--- config.mk ---
export PLATFORM = sky130hd
export DESIGN_NAME = ccpwm_top
export DESIGN_NICKNAME = d
export VERILOG_FILES = /design/src/rtl/ccpwm_pkg.sv /design/src/rtl/ccpwm_prescale.sv /design/src/rtl/ccpwm_timer.sv /design/src/rtl/ccpwm_capture.sv /design/src/rtl/ccpwm_top.sv
export SDC_FILE = /design/constraint.sdc
export NUM_CORES = 1
export LEC_CHECK = 0
export ABC_AREA = 1
export CAP_MARGIN = 20
export CORE_ASPECT_RATIO = 1.75
export CORE_MARGIN = 2
export CORE_UTILIZATION = 60
export CTS_CLUSTER_DIAMETER = 50
export DETAILED_ROUTE_END_ITERATION = 12
export PLACE_DENSITY = 0.8
export SETUP_SLACK_MARGIN = 0.3
export SYNTH_ARGS = -nofsm -noshare
export SYNTH_HDL_FRONTEND = slang
export SYNTH_SLANG_ARGS = --single-unit
--- constraint.sdc ---
create_clock -name clk_i -period 4.1 [get_ports clk_i]
set_input_delay 0.41 -clock clk_i [delete_from_list [all_inputs] [get_ports clk_i]]
set_output_delay 0.41 -clock clk_i [all_outputs]
set_load 0.005 [all_outputs]
--- src/rtl/ccpwm_pkg.sv ---
package ccpwm_pkg;
    localparam int CNT_W  = 16;
    localparam int PSC_W  = 10;
    localparam int NCMP   = 4;
    localparam int NCAP   = 2;
    localparam int ADDR_W = 4;

    // control word bit positions
    localparam int C_RUN = 0;
    localparam int C_PWM = 1;
    localparam int C_SYM = 2;
    localparam int C_UP  = 3;
    localparam int C_ALT = 4;
    localparam int C_POL = 5;
endpackage

--- src/rtl/ccpwm_prescale.sv ---
module ccpwm_prescale #(
    parameter int PSC_W = 10
) (
    input  logic             clk_i,
    input  logic             rst_ni,
    input  logic             run_i,
    input  logic [PSC_W-1:0] div_i,
    output logic             tick_o
);
    logic [PSC_W-1:0] cnt_d, cnt_q;

    always_comb begin
        tick_o = run_i && (cnt_q >= div_i);
        cnt_d  = cnt_q;
        if (!run_i || tick_o) cnt_d = '0;
        else                  cnt_d = cnt_q + PSC_W'(1);
    end

    always_ff @(posedge clk_i) begin
        if (!rst_ni) cnt_q <= '0;
        else         cnt_q <= cnt_d;
    end

    // every tick restarts the divider from zero
    p_tick_restart_r2: assert property (@(posedge clk_i) disable iff (!rst_ni)
        tick_o |=> (cnt_q == '0));
endmodule

--- src/rtl/ccpwm_timer.sv ---
module ccpwm_timer #(
    parameter int CNT_W = 16
) (
    input  logic             clk_i,
    input  logic             rst_ni,
    input  logic             tick_i,
    input  logic             pwm_i,
    input  logic             sym_i,
    input  logic             up_i,
    input  logic [CNT_W-1:0] reload_i,
    output logic [CNT_W-1:0] cnt_o,
    output logic [CNT_W-1:0] nxt_o,
    output logic             ovf_o
);
    typedef struct packed {
        logic [CNT_W-1:0] cnt;
        logic             up;
    } tmr_t;

    tmr_t st_d, st_q;

    always_comb begin
        st_d  = st_q;
        ovf_o = 1'b0;
        if (tick_i) begin
            if (pwm_i && sym_i) begin
                if (st_q.up) begin
                    if (st_q.cnt >= reload_i) begin
                        st_d.up  = 1'b0;
                        st_d.cnt = (st_q.cnt == '0) ? '0 : st_q.cnt - CNT_W'(1);
                    end else begin
                        st_d.cnt = st_q.cnt + CNT_W'(1);
                    end
                end else if (st_q.cnt == '0) begin
                    st_d.up  = 1'b1;
                    st_d.cnt = (reload_i == '0) ? '0 : CNT_W'(1);
                    ovf_o    = 1'b1;
                end else begin
                    st_d.cnt = st_q.cnt - CNT_W'(1);
                end
            end else if (pwm_i || !up_i) begin
                st_d.up = 1'b0;
                if (st_q.cnt == '0) begin
                    st_d.cnt = reload_i;
                    ovf_o    = 1'b1;
                end else begin
                    st_d.cnt = st_q.cnt - CNT_W'(1);
                end
            end else begin
                st_d.up = 1'b1;
                if (st_q.cnt >= reload_i) begin
                    st_d.cnt = '0;
                    ovf_o    = 1'b1;
                end else begin
                    st_d.cnt = st_q.cnt + CNT_W'(1);
                end
            end
        end
        cnt_o = st_q.cnt;
        nxt_o = st_d.cnt;
    end

    always_ff @(posedge clk_i) begin
        if (!rst_ni) st_q <= '0;
        else         st_q <= st_d;
    end

    // edge-aligned PWM steps down whatever the direction bit says
    p_asym_down_r5: assert property (@(posedge clk_i) disable iff (!rst_ni)
        (tick_i && pwm_i && !sym_i && st_q.cnt != '0) |=>
            (st_q.cnt == $past(st_q.cnt) - CNT_W'(1)));

    // center-aligned ramp keeps rising until it reaches the reload value
    p_sym_rise_r6: assert property (@(posedge clk_i) disable iff (!rst_ni)
        (tick_i && pwm_i && sym_i && st_q.up && st_q.cnt < reload_i) |=>
            (st_q.up && st_q.cnt == $past(st_q.cnt) + CNT_W'(1)));
endmodule

--- src/rtl/ccpwm_capture.sv ---
module ccpwm_capture #(
    parameter int CNT_W = 16
) (
    input  logic             clk_i,
    input  logic             rst_ni,
    input  logic             pin_i,
    input  logic             rise_i,
    input  logic [CNT_W-1:0] cnt_i,
    output logic [CNT_W-1:0] val_o,
    output logic             evt_o
);
    typedef struct packed {
        logic [2:0]       sync;
        logic [CNT_W-1:0] val;
    } cap_t;

    cap_t st_d, st_q;

    always_comb begin
        st_d      = st_q;
        st_d.sync = {st_q.sync[1:0], pin_i};
        evt_o     = rise_i ? (st_q.sync[1] && !st_q.sync[2])
                           : (!st_q.sync[1] && st_q.sync[2]);
        if (evt_o) st_d.val = cnt_i;
        val_o     = st_q.val;
    end

    always_ff @(posedge clk_i) begin
        if (!rst_ni) st_q <= '0;
        else         st_q <= st_d;
    end

    // the stored value only moves on a selected edge
    p_cap_hold_r10: assert property (@(posedge clk_i) disable iff (!rst_ni)
        !evt_o |=> $stable(val_o));
endmodule

--- src/rtl/ccpwm_top.sv ---
module ccpwm_top
    import ccpwm_pkg::*;
#(
    parameter int CNT_W_P  = CNT_W,
    parameter int PSC_W_P  = PSC_W,
    parameter int NCMP_P   = NCMP,
    parameter int NCAP_P   = NCAP,
    parameter int ADDR_W_P = ADDR_W
) (
    input  logic                            clk_i,
    input  logic                            rst_ni,
    input  logic                            wr_en_i,
    input  logic [ADDR_W_P-1:0]             wr_addr_i,
    input  logic [CNT_W_P-1:0]              wr_data_i,
    input  logic [NCAP_P-1:0]               cap_i,
    output logic [NCMP_P-1:0]               pwm_o,
    output logic [NCAP_P-1:0][CNT_W_P-1:0]  cap_val_o,
    output logic [NCAP_P+NCMP_P:0]          flags_o,
    output logic                            irq_o
);
    localparam int NFLAG  = 1 + NCAP_P + NCMP_P;
    localparam int C_EDGE = C_POL + NCMP_P;
    localparam int CTRL_W = C_EDGE + NCAP_P;
    localparam int F_CAP  = 1;
    localparam int F_OC   = 1 + NCAP_P;
    localparam int A_CMP0 = 1;
    localparam int A_PSC  = A_CMP0 + NCMP_P;
    localparam int A_CTRL = A_PSC + 1;
    localparam int A_IEN  = A_PSC + 2;
    localparam int A_FCLR = A_PSC + 3;

    typedef struct packed {
        logic [CNT_W_P-1:0]               reload;
        logic [NCMP_P-1:0][CNT_W_P-1:0]   cmp_sh;
        logic [NCMP_P-1:0][CNT_W_P-1:0]   cmp_act;
        logic [PSC_W_P-1:0]               psc;
        logic [CTRL_W-1:0]                ctrl;
        logic [NFLAG-1:0]                 ien;
        logic [NFLAG-1:0]                 flags;
        logic                             gate;
    } regs_t;

    regs_t st_d, st_q;

    logic                 tick_w, ovf_w;
    logic [CNT_W_P-1:0]   cnt_w, nxt_w;
    logic [NCAP_P-1:0]    cap_evt;
    logic [NFLAG-1:0]     set_vec, clr_mask, keep_w;
    logic [NCMP_P-1:0]    act;
    logic                 alt_on;

    ccpwm_prescale #(.PSC_W(PSC_W_P)) u_psc (
        .clk_i (clk_i),
        .rst_ni(rst_ni),
        .run_i (st_q.ctrl[C_RUN]),
        .div_i (st_q.psc),
        .tick_o(tick_w)
    );

    ccpwm_timer #(.CNT_W(CNT_W_P)) u_tmr (
        .clk_i   (clk_i),
        .rst_ni  (rst_ni),
        .tick_i  (tick_w),
        .pwm_i   (st_q.ctrl[C_PWM]),
        .sym_i   (st_q.ctrl[C_SYM]),
        .up_i    (st_q.ctrl[C_UP]),
        .reload_i(st_q.reload),
        .cnt_o   (cnt_w),
        .nxt_o   (nxt_w),
        .ovf_o   (ovf_w)
    );

    for (genvar j = 0; j < NCAP_P; j++) begin : g_cap
        ccpwm_capture #(.CNT_W(CNT_W_P)) u_cap (
            .clk_i (clk_i),
            .rst_ni(rst_ni),
            .pin_i (cap_i[j]),
            .rise_i(st_q.ctrl[C_EDGE+j]),
            .cnt_i (cnt_w),
            .val_o (cap_val_o[j]),
            .evt_o (cap_evt[j])
        );
    end

    // flag sources and software clear
    always_comb begin
        set_vec        = '0;
        set_vec[0]     = ovf_w;
        set_vec[F_CAP +: NCAP_P] = cap_evt;
        for (int i = 0; i < NCMP_P; i++) begin
            if (tick_w && nxt_w == st_q.cmp_act[i]) set_vec[F_OC+i] = 1'b1;
        end
        clr_mask = (wr_en_i && wr_addr_i == ADDR_W_P'(A_FCLR)) ? wr_data_i[NFLAG-1:0] : '0;
        keep_w   = st_q.flags & ~clr_mask;
    end

    // register file, shadow transfer, pair gate
    always_comb begin
        st_d = st_q;
        if (wr_en_i) begin
            if (wr_addr_i == '0) st_d.reload = wr_data_i;
            for (int i = 0; i < NCMP_P; i++) begin
                if (wr_addr_i == ADDR_W_P'(A_CMP0 + i)) st_d.cmp_sh[i] = wr_data_i;
            end
            if (wr_addr_i == ADDR_W_P'(A_PSC))  st_d.psc  = wr_data_i[PSC_W_P-1:0];
            if (wr_addr_i == ADDR_W_P'(A_CTRL)) st_d.ctrl = wr_data_i[CTRL_W-1:0];
            if (wr_addr_i == ADDR_W_P'(A_IEN))  st_d.ien  = wr_data_i[NFLAG-1:0];
        end
        if (ovf_w) begin
            st_d.cmp_act = st_q.cmp_sh;
            st_d.gate    = ~st_q.gate;
        end
        st_d.flags = keep_w | set_vec;
    end

    always_ff @(posedge clk_i) begin
        if (!rst_ni) st_q <= '0;
        else         st_q <= st_d;
    end

    assign alt_on = st_q.ctrl[C_ALT] && st_q.ctrl[C_PWM] && !st_q.ctrl[C_SYM];

    for (genvar i = 0; i < NCMP_P; i++) begin : g_out
        localparam bit EVEN = ((i % 2) == 0);
        logic en_ch;
        assign en_ch   = !alt_on || (st_q.gate == EVEN);
        assign act[i]  = st_q.ctrl[C_PWM] && en_ch && (cnt_w < st_q.cmp_act[i]);
        assign pwm_o[i] = act[i] ^ st_q.ctrl[C_POL+i];
    end

    assign flags_o = st_q.flags;
    assign irq_o   = |(st_q.flags & st_q.ien);

    // the two channels of a pair are never active together
    for (genvar p = 0; p + 1 < NCMP_P; p += 2) begin : g_pair_chk
        p_alt_pair_r7: assert property (@(posedge clk_i) disable iff (!rst_ni)
            alt_on |-> !(act[p] && act[p+1]));
    end

    // active compares change only at an overflow point
    p_shadow_hold_r8: assert property (@(posedge clk_i) disable iff (!rst_ni)
        !ovf_w |=> $stable(st_q.cmp_act));

    // with PWM off every output sits at its polarity level
    p_off_level_r9: assert property (@(posedge clk_i) disable iff (!rst_ni)
        !st_q.ctrl[C_PWM] |-> (pwm_o == st_q.ctrl[C_POL +: NCMP_P]));

    // a set flag survives unless software clears it
    p_flag_sticky_r11: assert property (@(posedge clk_i) disable iff (!rst_ni)
        1'b1 |=> ((st_q.flags & $past(keep_w)) == $past(keep_w)));
endmodule

# After elaboration in Yosys (flattened, before gate mapping)
# Cells that the tools add are included.
# W data, S select, Z words.
dict set report totals {
  reg_bits 245
  in_bits 25
  output_inout_bits 44
  elab_cells 120
}
dict set report op_classes {
  n_addsub 3
  order_cmp 6
  n_eq_ne 12
  muxes 24
  bitwise 10
  reduce_logical 44
}
# cell count
set ops {}
lappend ops {{$mux W16} 5}
lappend ops {{$mux W17} 4}
lappend ops {{$eq A16 B16 Y1} 4}
lappend ops {{$lt A16 B16 Y1} 4}
lappend ops {{$logic_not A16 Y1} 2}
lappend ops {{$logic_and A1 B1 Y1} 19}
lappend ops {{$add A16 B1 Y16 const B} 1}
lappend ops {{$eq A4 B3 Y1 const B} 4}
lappend ops {{$ge A16 B16 Y1} 1}
lappend ops {{$reduce_and A2 Y1} 8}
lappend ops {{$sub A16 B1 Y16 const B} 1}
lappend ops {{$and A7 B7 Y7} 2}
lappend ops {{$mux W1} 14}
lappend ops {{$add A10 B1 Y10 const B} 1}
lappend ops {{$ge A10 B10 Y1} 1}
lappend ops {{$eq A4 B2 Y1 const B} 2}
lappend ops {{$logic_not A1 Y1} 8}
lappend ops {{$mux W7} 1}
lappend ops {{$not A7 Y7} 1}
lappend ops {{$or A7 B7 Y7} 1}
lappend ops {{$reduce_or A7 Y1} 1}
lappend ops {{$eq A4 B1 Y1 const B} 1}
lappend ops {{$eq A4 B4 Y1 const B} 1}
lappend ops {{$logic_not A4 Y1} 1}
lappend ops {{4 further kinds} 11}

# Longest topological paths before layout
dict set report logic_depth {
  word_depth 10
  mapped_depth 24
  ltp_nobuf 23
}

# By module
# Synthesis repeated with hierarchy kept, for this count alone.
dict set report unflattened {
  cells_unflattened 2098
  hier_area_um2 14391.3
}
# module instances cells_each area_each_um2 seq_area_each_um2
set modules_own_cells {}
lappend modules_own_cells {ccpwm_top 1 1168 8728.4 3603.5}
lappend modules_own_cells {ccpwm_timer 1 560 2981.6 340.3}
lappend modules_own_cells {ccpwm_capture 2 135 975.9 380.4}
lappend modules_own_cells {ccpwm_prescale 1 100 729.4 200.2}

# Least setup slack after synthesis
# Ideal clock, no wire load.
dict set report synth_path {
  path_kind {register to register}
  startpoint {register u_tmr.st_q, in the netlist u_tmr.cnt_o[7]}
  endpoint {register st_q, in the netlist flags_o[3]}
  setup_time_ps 67
  arrival_ps 2386
  t_required_ps 4033
  slack_ps 1647
  path_stages_with_launch 22
  path_buffers 1
  period_less_slack_ps 2453
  path_cell_list {dfxtp_1 ha_1 nand2_1 inv_1 nand2_1 nand2_1 nor2_1 nand2_1 nand2_2 nand3_2 buf_4 nand2_1 nand3_1 nand2_1 nand2_1 nand2_1 nand2_1 nor2_1 nand3_1 nor2_1 nand2_1 a21oi_2}
}
dict set report synth_between {
  elab_chain_len 10
  elab_cells_between_ends 17
  cone_classes {add/sub (2); order compare (1); eq/ne (1); mux (10); bitwise (1); reduce/logical (2)}
}
# item line_no
set synth_lines {}
lappend synth_lines {{from (decl)} ccpwm_timer.sv:20} ;# tmr_t st_d, st_q;
lappend synth_lines {{from (signal assigned)} ccpwm_timer.sv:65} ;# else st_q <= st_d;
lappend synth_lines {{$sub A16 B1 Y16 / $logic_not A16 Y1 (equally long branches)} -}
lappend synth_lines {{$mux W16} ccpwm_timer.sv:30} ;# st_d.cnt = (st_q.cnt == '0) ? '0 : st_q.cnt - CNT_W'(1);
lappend synth_lines {{$mux W16} ccpwm_timer.sv:28} ;# if (st_q.cnt >= reload_i) begin
lappend synth_lines {{$mux W17} ccpwm_timer.sv:27} ;# if (st_q.up) begin
lappend synth_lines {{$mux W17} ccpwm_timer.sv:26} ;# if (pwm_i && sym_i) begin
lappend synth_lines {{$mux W17 *} ccpwm_timer.sv:25} ;# if (tick_i) begin
lappend synth_lines {{$eq A16 B16 Y1 *} ccpwm_top.sv:91} ;# if (tick_w && nxt_w == st_q.cmp_act[i]) set_vec[F_OC+i] = 1'b1;
lappend synth_lines {{$logic_and A1 B1 Y1 *} ccpwm_top.sv:91}
lappend synth_lines {{$mux W1 *} ccpwm_top.sv:91}
lappend synth_lines {{$or A7 B7 Y7 *} ccpwm_top.sv:113} ;# st_d.flags = keep_w | set_vec;
lappend synth_lines {{to (signal assigned)} ccpwm_top.sv:118} ;# else st_q <= st_d;
lappend synth_lines {{to (decl)} ccpwm_top.sv:43} ;# regs_t st_d, st_q;
# Mark *: on every way between the ends. The rest lies on a longest branch, timed or not.
# A chain may end at the register's enable or synchronous reset.

# Worst setup path in the final report
dict set report layout_path {
  startpoint {register u_tmr.st_q, in the netlist u_tmr.cnt_o[3]}
  endpoint {output port pwm_o[2]}
}
dict set report layout_between {
  elab_chain_len 3
}
# item line_no
set layout_lines {}
lappend layout_lines {{$lt A16 B16 Y1} ccpwm_top.sv:127} ;# assign act[i] = st_q.ctrl[C_PWM] && en_ch && (cnt_w < st_q.cmp_act[i]);
lappend layout_lines {{$logic_and A1 B1 Y1} ccpwm_top.sv:127}
lappend layout_lines {{$xor A1 B1 Y1} ccpwm_top.sv:128} ;# assign pwm_o[i] = act[i] ^ st_q.ctrl[C_POL+i];
lappend layout_lines {{to (decl)} ccpwm_top.sv:16} ;# output logic [NCMP_P-1:0] pwm_o,
# No other way between the ends.

==> metrics.csv <==
stage;metric;value;unit
min_path;holdPathStages;3;
setup_path;reg2reg_depth;21;
synthesis;yosys.area_share.xor_xnor;0.0199;
pwr;power;5.62;mW
clock_network;cts_sinks;245;
finish;areaGrowthSynthToFinish;11.6;%
pwr;p_per_area;369;mW/mm²
synthesis;yosysTopAreaCell;dfxtp_1;
sta;fmax;273;MHz
finish;nets;2052;
synthesis;synth_warnings;0;
min_path;hp-class;in -> reg;
flow_run;cap_violations;0;
routing;wire_per_inst;20.0;µm
die;die_area;0.0240;mm²
setup_path;crit_fanout;7;
sta;layout_setup_ws;0.432;ns
synthesis;syn_nets;2044;
sta;final-max-slew-violation-count;0;
global_routing;grt_use_total;0.371;
pwr;switching_power;1.50;mW
routing;ant_nets;0;
sta;hold_viol;0;
sta;period_needed;3.67;ns
pwr;p_int;4.12;mW
pwr;power_frac_seq;0.440;
sta;rsz0062_at_grt;false;
routing;drt_iter0_markers;1208;
sta;skew;0.0128;ns
clock_network;cts_tree;built;
synthesis;ys_seq_area_frac;0.359;
synthesis;synth_top_area_share;0.359;
synthesis;ys_ff_latch;245;
die;initial_utilization;0.606;
global_routing;grt_max_degree;78;
global_routing;grt_overflow;0;
global_routing;antenna_found_initial;0;
finish;drive_gt1_frac;0.0757;
pwr;switching_share;0.267;
routing;avgViaCountPerCell;5.86;
global_routing;grt_first_pass_wirelength;69.1;mm
finish;antennaDiodeCount;0;
placement;globalplace.congestion;1.05;
setup_path;r2r_setup_slack;0.63;ns
sta;fin_crit_sh;0.895;
pwr;irDropWorstVdd;0.000399;V
synthesis;synth_cells;1930;
clock_network;path_clk_slew;0.06;ns
clock_network;cts_htree_levels;1;
setup_path;arrival;3.26;ns
sta;slew_headroom;0.244;
sta;setup_viol;0;
setup_path;crit_path_start_kind;register;
synthesis;yosysUniqueCellTypes;44;
die;die_h;204;µm
global_routing;first_global_vias;12732;
synthesis;synth_mux_area_frac;0;
clock_network;post_cts_resized;0;
setup_path;worstPathRequired;3.69;ns
outcome;outcome;completed;
min_path;worstHoldStart;cap_i[1];
routing;routed_wl;45.1;mm
placement;dp_hpwl;33.2;mm
placement;io_buffers;68;
setup_path;r2r-end;flags_o[4];
setup_path;end_kind;primary output;
min_path;holdPathEnd;g_cap[1].u_cap.st_d[17];
synthesis;synthTopCellsByArea;dfxtp_1, a21oi_1, nand2_1;
setup_path;r2r-start;st_q[170];
synthesis;synth_fa_ha_area_frac;0.0815;
clock_network;cts_root_buffer;clkbuf_16;
routing;dr_total_vias;13214;
clock_network;clockBufferDepth;3;
die;core;0.0226;mm²
synthesis;synth_top_family_by_area;simple AND/OR/NAND/NOR gates;
clock_network;clock_latency;0.55;ns
synthesis;syn_area_per_cell;7.08;µm²
sta;worst_pin_slew;1.13;ns
finish;fill_cells;1998;
routing;drc;0;
pwr;leakage;6.59;nW
pwr;power.share.clock;0.438;
pwr;combPwrFrac;0.122;
sta;whs;0.397;ns
clock_network;post_cts_buffers;0;
setup_path;criticalPathCategory;reg -> out;
synthesis;synth_compound_area_frac;0.199;
routing;drt_pass1_iterations;8;
clock_network;hold_buffers;0;
synthesis;synth-simple-area-share;0.229;
clock_network;cts-buffers-inserted;25;
sta;tns;0;ns
die;num_rows;73;
placement;dpl_worst_slack;0.467;ns
die;num_io_pins;69;
die;fp.dieW;118;µm
synthesis;syn_area;0.0137;mm²
cells in the mapped netlist, drive strengths merged:
master	number
or2	1
a22o	1
o31ai	3
nand3b	5
a21boi	3
o21a	1
buf	62
dfxtp	245
ha	89
nor4	4
a221oi	2
nand2	341
or3	2
clkinv	5
o21bai	3
nor3	7
xor2	24
o2111ai	2
o21ai	230
a21o	2
xnor2	7
nor2	177
a21oi	247
nand3	136
a31oi	6
clkbuf	61
nand4	33
inv	216
nor3b	1
o211ai	14
flip-flops by register name, summed over array words and instances, names as in the netlist:
name,flops
st_q,173
g_cap.u_cap.val_o,32
u_tmr.cnt_o,16
u_psc.cnt_q,10
flags_o,7
g_cap.u_cap.st_d,4
g_cap.u_cap.st_q,2
u_tmr.st_q,1
power groups by stage:
stage	logic, mW	registers [mW]	clock network, mW
2_1_floorplan	0.451	2.52	0
3_3_place_gp	0.651	2.53	0
3_5_place_dp	0.660	2.53	0
4_1_cts	0.665	2.47	2.49
5_1_grt	0.749	2.48	2.57
6_report	0.684	2.48	2.46
cell usage in the layout, fill, tap and decap left out, types with 4 or more instances in the layout:
master,Yosys,routed
nand2_1,319,318
dfxtp_1,245,245
a21oi_1,242,242
o21ai_0,226,226
inv_1,206,206
nor2_1,161,160
nand3_1,129,129
ha_1,89,89
clkdlybuf4s50_1,0,67
nand4_1,33,33
buf_4,41,33
clkbuf_16,0,25
xor2_1,24,24
nand2_2,22,21
inv_2,10,10
nor2_2,9,10
o211ai_1,9,9
nor3_1,7,7
xnor2_1,7,7
nor2_4,7,7
a31oi_1,6,6
nand3b_1,5,5
nand3_2,6,5
o211ai_2,5,5
o21ai_1,4,4
a21oi_2,4,4
nor4_1,4,4
clkbuf_1,61,4
bufinv_16,0,4
layout make-up:
| cell class | count | area (µm²) | share of cell area |
|---|---|---|---|
| flip-flops and latches | 245 | 4900 | 0.321 |
| clock buffers | 32 | 682 | 0.0447 |
| well taps | 300 | 375 | 0.0246 |
| multi-input cells | 1341 | 7250 | 0.475 |
| repair buffers | 104 | 1010 | 0.0664 |
| clock inverters | 13 | 199 | 0.0130 |
| inverters | 221 | 832 | 0.0545 |
layer usage:
metal | routed length [µm] | track usage | share of wire | up-vias
met1 | 15600 | 0.387 | 0.35 | 6024
met3 | 2770 | 0.0389 | 0.061 | 206
met5 | 0 | 0 | 0 | -
met2 | 22500 | 0.665 | 0.50 | 580
li1 | - | - | - | 6404
met4 | 4220 | 0.307 | 0.094 | 0
worst max-delay path by stage:
stage                    from         end  slack [ns]  cells past startpoint
3_3_place_gp        st_q[170]  flags_o[5]        0.42                     21
3_5_place_dp        st_q[170]  flags_o[5]        0.47                     21
5_1_grt        u_tmr.cnt_o[1]    pwm_o[0]        0.34                     12
6_report       u_tmr.cnt_o[3]    pwm_o[2]        0.43                     10
2_1_floorplan  u_tmr.cnt_o[7]  flags_o[3]        1.65                     21
4_1_cts             st_q[170]  flags_o[5]        0.45                     21
critical path: stages (launching register included):
cell	delay [ns]
dfxtp_1	0.54
buf_4	0.22
ha_1	0.24
a21oi_1	0.16
nand2_1	0.10
nand4_1	0.10
o211ai_1	0.15
a21oi_1	0.28
o2111ai_1	0.17
xnor2_1	0.22
clkdlybuf4s50_1	0.53
metrics by stage:
stage,std cells,util,area [µm²]
floorplan,1930,-,13700
global placement,2209,0.634,14300
detailed placement,2209,0.634,14300
CTS,2254,0.673,15200
global route,2256,0.676,15300
finish,2256,0.676,15300
cells by family (layout without fill, tap and decap cells):
kind of cell | after synthesis | count (layout)
AND/OR/NAND/NOR | 707 | 707
AO/OA/AOI/OAI | 514 | 514
buffers and inverters | 344 | 370
flip-flops | 245 | 245
XOR/XNOR | 31 | 31
adder cells (fa/ha/maj) | 89 | 89
Power figures use the tool's default switching activity.
